## config.mk

```make
export PLATFORM = sky130hd
export DESIGN_NAME = rot_tmr_mul
export DESIGN_NICKNAME = d
export VERILOG_FILES = /design/src/rtl/rtmr_pkg.sv /design/src/rtl/booth_r4_mul.sv /design/src/rtl/stuck_fault.sv /design/src/rtl/maj_voter.sv /design/src/rtl/rot_tmr_mul.sv
export SDC_FILE = /design/constraint.sdc
export NUM_CORES = 1
export LEC_CHECK = 0
export BUFFER_PORTS_ARGS = -buffer_cell sky130_fd_sc_hd__buf_2
export CORE_AREA = 5 5 136 99
export CTS_CLUSTER_SIZE = 25
export DETAILED_ROUTE_END_ITERATION = 12
export DIE_AREA = 0 0 141 104
export GPL_ROUTABILITY_DRIVEN = 0
export PLACE_DENSITY = 0.82
export SLEW_MARGIN = 20
export SYNTH_ARGS = -nofsm -noshare
export SYNTH_HDL_FRONTEND = slang
export SYNTH_HIERARCHICAL = 1
export SYNTH_SLANG_ARGS = --single-unit
```

## constraint.sdc

```tcl
create_clock -name clk -period 4.25 [get_ports clk]
set_input_delay 0.425 -clock clk [delete_from_list [all_inputs] [get_ports clk]]
set_output_delay 0.425 -clock clk [all_outputs]
set_load 0.01 [all_outputs]
```

## src/rtl/rtmr_pkg.sv

```systemverilog
package rtmr_pkg;
  localparam int unsigned UNITS_DEF = 4;
  localparam int unsigned OPW_DEF   = 4;
  localparam int unsigned SPARES    = 2;

  typedef enum logic {
    STUCK_LO = 1'b0,
    STUCK_HI = 1'b1
  } stuck_pol_e;
endpackage

```

## src/rtl/booth_r4_mul.sv

```systemverilog
module booth_r4_mul #(
  parameter int unsigned OPW = 4
) (
  input  logic [OPW-1:0]   mcand,
  input  logic [OPW-1:0]   mplier,
  output logic [2*OPW-1:0] prod
);
  localparam int unsigned PW   = 2 * OPW;
  localparam int unsigned NDIG = OPW / 2;

  logic [OPW:0]    bx;
  logic [PW-1:0]   ext;
  logic [PW-1:0]   pps [NDIG];

  assign bx  = {mplier, 1'b0};
  assign ext = {{OPW{mcand[OPW-1]}}, mcand};

  // one recoded digit in -2..+2 per pair of multiplier bits
  for (genvar g = 0; g < NDIG; g++) begin : g_dig
    logic [2:0]    trip;
    logic [PW-1:0] pp;
    assign trip = bx[2*g+2 : 2*g];
    always_comb begin
      unique case (trip)
        3'b001, 3'b010: pp = ext;
        3'b011:         pp = ext << 1;
        3'b100:         pp = -(ext << 1);
        3'b101, 3'b110: pp = -ext;
        default:        pp = '0;
      endcase
    end
    assign pps[g] = pp << (2 * g);
  end

  always_comb begin
    prod = '0;
    for (int i = 0; i < NDIG; i++) prod = prod + pps[i];
  end

  logic signed [PW-1:0] ref_a, ref_b;
  assign ref_a = $signed({{OPW{mcand[OPW-1]}}, mcand});
  assign ref_b = $signed({{OPW{mplier[OPW-1]}}, mplier});

  always_comb begin
    assert_booth_exact_R2: assert (prod == PW'(ref_a * ref_b))
      else $error("booth recode sum mismatch");
  end
endmodule

```

## src/rtl/stuck_fault.sv

```systemverilog
module stuck_fault
  import rtmr_pkg::*;
#(
  parameter int unsigned PW = 8
) (
  input  logic [PW-1:0] din,
  input  logic [PW-1:0] mask,
  input  stuck_pol_e    pol,
  output logic [PW-1:0] dout
);
  logic [PW-1:0] lvl;
  assign lvl  = (pol == STUCK_HI) ? {PW{1'b1}} : {PW{1'b0}};
  assign dout = (din & ~mask) | (mask & lvl);
endmodule

```

## src/rtl/maj_voter.sv

```systemverilog
module maj_voter #(
  parameter int unsigned PW = 8
) (
  input  logic [PW-1:0] main_p,
  input  logic [PW-1:0] spa_p,
  input  logic [PW-1:0] spb_p,
  output logic [PW-1:0] vote,
  output logic          main_bad,
  output logic          spare_diff
);
  assign vote       = (main_p & spa_p) | (main_p & spb_p) | (spa_p & spb_p);
  assign main_bad   = (main_p != vote);
  assign spare_diff = (spa_p != spb_p);
endmodule

```

## src/rtl/rot_tmr_mul.sv

```systemverilog
module rot_tmr_mul
  import rtmr_pkg::*;
#(
  parameter int unsigned NUNIT = UNITS_DEF,
  parameter int unsigned OPW   = OPW_DEF
) (
  input  logic                    clk,
  input  logic                    rst_n,
  input  logic [NUNIT*OPW-1:0]    mcand_i,
  input  logic [NUNIT*OPW-1:0]    mplier_i,
  input  logic [NUNIT*2*OPW-1:0]  flt_mask_i,
  input  logic [NUNIT-1:0]        flt_pol_i,
  input  logic [SPARES*2*OPW-1:0] spr_flt_mask_i,
  input  logic [SPARES-1:0]       spr_flt_pol_i,
  output logic [NUNIT*2*OPW-1:0]  prod_o,
  output logic [NUNIT-1:0]        unit_err_o,
  output logic                    spare_err_o
);
  localparam int unsigned PW   = 2 * OPW;
  localparam int unsigned SELW = (NUNIT > 1) ? $clog2(NUNIT) : 1;

  logic [SELW-1:0] cnt_q, cnt_d;
  logic [SELW-1:0] tst_sel_q, tst_sel_d;
  logic [PW-1:0]   main_raw  [NUNIT];
  logic [PW-1:0]   main_d    [NUNIT];
  logic [PW-1:0]   main_q    [NUNIT];
  logic [PW-1:0]   spare_d   [SPARES];
  logic [PW-1:0]   spare_q   [SPARES];
  logic [PW-1:0]   corr      [NUNIT];
  logic [OPW-1:0]  sel_mc, sel_mp;
  logic [PW-1:0]   tst_main, vote;
  logic            main_bad, spare_diff;

  // main units with fault injection on their products
  for (genvar k = 0; k < NUNIT; k++) begin : g_main
    booth_r4_mul #(.OPW(OPW)) u_mul (
      .mcand (mcand_i[k*OPW +: OPW]),
      .mplier(mplier_i[k*OPW +: OPW]),
      .prod  (main_raw[k])
    );
    stuck_fault #(.PW(PW)) u_flt (
      .din (main_raw[k]),
      .mask(flt_mask_i[k*PW +: PW]),
      .pol (stuck_pol_e'(flt_pol_i[k])),
      .dout(main_d[k])
    );
  end

  // operand steering to the spares
  assign sel_mc = mcand_i[cnt_q*OPW +: OPW];
  assign sel_mp = mplier_i[cnt_q*OPW +: OPW];

  for (genvar j = 0; j < SPARES; j++) begin : g_spare
    logic [PW-1:0] sp_raw;
    booth_r4_mul #(.OPW(OPW)) u_mul (
      .mcand (sel_mc),
      .mplier(sel_mp),
      .prod  (sp_raw)
    );
    stuck_fault #(.PW(PW)) u_flt (
      .din (sp_raw),
      .mask(spr_flt_mask_i[j*PW +: PW]),
      .pol (stuck_pol_e'(spr_flt_pol_i[j])),
      .dout(spare_d[j])
    );
  end

  // next state
  always_comb begin
    cnt_d     = (cnt_q == SELW'(NUNIT - 1)) ? '0 : cnt_q + 1'b1;
    tst_sel_d = cnt_q;
  end

  // registers
  always_ff @(posedge clk or negedge rst_n) begin
    if (!rst_n) begin
      cnt_q     <= '0;
      tst_sel_q <= '0;
      for (int k = 0; k < NUNIT; k++) main_q[k] <= '0;
      for (int j = 0; j < SPARES; j++) spare_q[j] <= '0;
    end else begin
      cnt_q     <= cnt_d;
      tst_sel_q <= tst_sel_d;
      for (int k = 0; k < NUNIT; k++) main_q[k] <= main_d[k];
      for (int j = 0; j < SPARES; j++) spare_q[j] <= spare_d[j];
    end
  end

  // vote on the captured tested product
  assign tst_main = main_q[tst_sel_q];

  maj_voter #(.PW(PW)) u_vote (
    .main_p    (tst_main),
    .spa_p     (spare_q[0]),
    .spb_p     (spare_q[1]),
    .vote      (vote),
    .main_bad  (main_bad),
    .spare_diff(spare_diff)
  );

  // replace stage
  for (genvar k = 0; k < NUNIT; k++) begin : g_repl
    logic hit;
    assign hit               = (tst_sel_q == SELW'(k)) && main_bad;
    assign corr[k]           = hit ? vote : main_q[k];
    assign prod_o[k*PW +: PW] = corr[k];
    assign unit_err_o[k]     = hit;
  end
  assign spare_err_o = spare_diff;

  // checks
  assert_reset_clear_R1: assert property (@(posedge clk)
    !rst_n |-> (prod_o == '0 && unit_err_o == '0 && !spare_err_o))
    else $error("outputs not clear in reset");

  assert_sel_follows_R3: assert property (@(posedge clk) disable iff (!rst_n)
    1'b1 |=> tst_sel_q == $past(cnt_q))
    else $error("tested select not taken from rotation");

  assert_mask_R4: assert property (@(posedge clk) disable iff (!rst_n)
    (spare_q[0] == spare_q[1]) |-> corr[tst_sel_q] == spare_q[0])
    else $error("agreeing spares not driven on tested output");

  assert_err_tested_R6: assert property (@(posedge clk) disable iff (!rst_n)
    (unit_err_o != '0) |-> (unit_err_o[tst_sel_q] && $onehot0(unit_err_o)))
    else $error("error flag on an untested unit");

  assert_spare_flag_R7: assert property (@(posedge clk) disable iff (!rst_n)
    spare_err_o |-> (spare_q[0] != spare_q[1]))
    else $error("spare flag with agreeing spares");
endmodule

```

==> results.sh <==
export IMPL_syn_to_final_growth_pct=10.9
export IMPL_gr_usage_met2_pct=39.6
export IMPL_drv_slew=0
export IMPL_grt_busiest_layer="met1"
export IMPL_end_kind="flop"
export IMPL_synth_area_per_cell_um2=8.96
export IMPL_fillers=1020
export IMPL_ys_ff_latch=52
export IMPL_rows=34
export IMPL_synth_compound_area_share_pct=19.0
export IMPL_crit_path_max_incr_delay_ns=0.66
export IMPL_cts_resized=0
export IMPL_wl_per_cell_um=19.5
export IMPL_insertion_delay_ns=0.30
export IMPL_post_route_util_pct=62.7
export IMPL_syn_cell_area_um2=6830
export IMPL_layout_commonest_cell="buf_2"
export IMPL_synth_nets=908
export IMPL_ant_nets=0
export IMPL_synth_seq_area_share_pct=19.0
export IMPL_start_kind="flop"
export IMPL_num_vias=6322
export IMPL_die_h_um=104
export IMPL_drt_iter0_markers=594
export IMPL_cts_root_buf="clkbuf_16"
export IMPL_hold_buffers=0
export IMPL_synth_edf_count=0
export IMPL_stdcell_area_um2=7580
export IMPL_multi_input_area_um2=5110
export IMPL_final_cell_mix="buf_2, mux2_2, o21ai_0"
export IMPL_final_hold_viol_count=0
export IMPL_grt_pass1_wl_um=32200
export IMPL_place_area_um2=7430
export IMPL_numClockSinks=52
export IMPL_grt_start_max_net_pins=53
export IMPL_dp_hpwl_um=16000
export IMPL_cts_tree="yes"
export IMPL_gr_total_overflow=0
export IMPL_final_setup_skew_ns=0.00580
export IMPL_grt_pass1_vias=5982
export IMPL_antenna_cells=0
export IMPL_grt_util_all_layers_pct=27.1
export IMPL_finalSetupTns_ns=0
export IMPL_power_density_nw_per_um2=283
export IMPL_viasPerCell=6.19
export IMPL_max_slew_worst_pin_slew_ns=0.673
export IMPL_maxCapViolations=0
export IMPL_place_inst=1013
export IMPL_drc=0
export IMPL_ys_flop_type="dfrtp_1"
export IMPL_synth_xor_area_share_pct=5.93
export IMPL_status="complete, no violations"
export IMPL_cp_max_fo=6
export IMPL_rsz0062_at_grt="false"
export IMPL_seqCellArea_um2=1300
export IMPL_relSlewSlack_pct=55.2
export IMPL_final_cells=1021
export IMPL_antenna_found_initial=0
export IMPL_cts_inserted_buffers=5
export IMPL_port_buffer_count=124
export IMPL_crit_arrival_ns=4.07
export IMPL_fmax_mhz=257
export IMPL_postSynthCellCount=763
export IMPL_critPathRequiredTime_ns=4.44
export IMPL_drt_pass1_iter_count=6
export IMPL_wl_um=19900
export IMPL_pin_count=125
export IMPL_yosys_area_share_simple_pct=16.6
export IMPL_layout_nets=1003
export IMPL_grtUsageMet3_pct=8.00
export IMPL_start_util_pct=56.6
export IMPL_async_flop_share_pct=100
export IMPL_fin_crit_ns=3.89
export IMPL_die_w_um=141
export IMPL_yosys_warnings=6
export IMPL_cts_clk_slew_worst_paths_ns=0.07
export IMPL_cp_cell_sequence="mux4_2, nor3_4, inv_1, ha_1, mux2_2, o21ai_1, ha_1, a211oi_1, o21bai_1, a21oi_1, xnor3_1, mux2_2"
export IMPL_cts_setup_buffers=0
export IMPL_synthMuxAreaShare_pct=22.1
export IMPL_layout_drive_gt1_share_pct=31.5
export IMPL_irDropWorstVdd_mv=0.179
export IMPL_synthAdderAreaFrac_pct=11.1
export IMPL_cpMaxStageDelayCell="mux4_2"
export IMPL_leakagePower_uw=0.00351
export IMPL_hp_class="in -> async"
export IMPL_core_area_um2=12100
export IMPL_use_met1_pct=39.9
export IMPL_synth_top_family_by_area="multiplexers"
export IMPL_ctsHtreeMaxLevel=2
export IMPL_cts_buffer_depth=2
export IMPL_setup_violations=0
export IMPL_die_area_um2=14700
export IMPL_synth_cell_types=53
export IMPL_timing_final_crit_share_pct=91.4
export IMPL_crit_type="reg -> reg"
[path summary, 6_finish.rpt]
check	startpoint	end	slack (ns)	cells past startpoint
min in group clk	spr_flt_mask_i[6]	spare_q[14]	0.37	2
min	rst_n	spare_q[11]	0.24	2
max in group asynchronous	rst_n	spare_q[6]	3.56	2
min reg2reg	cnt_q[1]	tst_sel_q[1]	0.61	0
max	cnt_q[0]	spare_q[7]	0.36	12
max reg2reg	cnt_q[0]	spare_q[7]	0.36	12
[metal layers]
layer	wire [um]	vias up
met3	2280	33
li1	-	2999
met4	338	0
met5	0	-
met2	8560	334
met1	8690	2956
[layout make-up]
| type | count | share of cell area [%] |
|---|---|---|
| tap | 162 | 2.67 |
| multi-input combinational | 628 | 67.4 |
| clock inverter | 3 | 0.330 |
| sequential | 52 | 17.2 |
| inverter | 41 | 2.03 |
| timing repair buffer | 130 | 8.78 |
| clock buffer | 5 | 1.65 |
[synth_stat cells, types with 7 or more instances]
cell type / n / area, um2
a211oi_1: 9 / 67.6
o22ai_1: 10 / 62.6
a21oi_1: 36 / 180
o21ai_0: 68 / 340
buf_4: 12 / 90.1
nor3b_1: 7 / 52.6
nand2_1: 66 / 248
inv_1: 38 / 143
nor2_1: 38 / 143
mux2_2: 86 / 968
buf_2: 13 / 65.1
ha_1: 51 / 638
buf_6: 7 / 78.8
o21ai_1: 15 / 75.1
dfrtp_1: 52 / 1300
mux2i_1: 18 / 180
mux4_2: 16 / 360
xor2_1: 18 / 158
nand3_1: 10 / 50.1
a31oi_1: 10 / 62.6
and2_1: 12 / 75.1
a22o_1: 9 / 78.8
a21o_1: 15 / 113
o311ai_1: 9 / 78.8
xnor2_1: 15 / 131
nor3_1: 9 / 45.0
nand2b_1: 21 / 131
[where the power goes]
part,total (uW),switching (uW),internal (uW)
logic,1090,591,494
clock network,425,202,223
registers,636,65.0,571
[logic make-up (layout without fill, tap and decap cells)]
logic type,Yosys count,count (layout)
compound gates,209,209
xor+xnor,39,39
fa+ha+maj,57,57
buf+inv,83,179
flops,52,52
mux,120,120
simple gates,203,203
[critical path, delay by kind of cell, from the launching register on]
kind | cells | cell delay, ns
AO/OA/AOI/OAI | 4 | 0.71
XOR/XNOR | 1 | 0.39
adder cells (fa/ha/maj) | 2 | 0.63
buffers and inverters | 1 | 0.08
flip-flops | 1 | 0.45
multiplexers | 3 | 1.20
AND/OR/NAND/NOR | 1 | 0.31
[flip-flops by register name (all words and copies together), names as in the netlist]
| register | count |
|---|---|
| main_q | 32 |
| spare_q | 16 |
| tst_sel_q | 2 |
| cnt_q | 2 |
[metrics by stage]
step                hold slack (ns)  total power, uW  setup WS, ns
floorplan                     0.129             1360         0.486
global placement              0.580             1680         0.405
detailed placement            0.591             1710         0.301
CTS                           0.273             2130         0.375
global route                  0.292             2280         0.115
finish                        0.237             2150         0.364
Note: power is estimated with default switching activity, not from simulation.
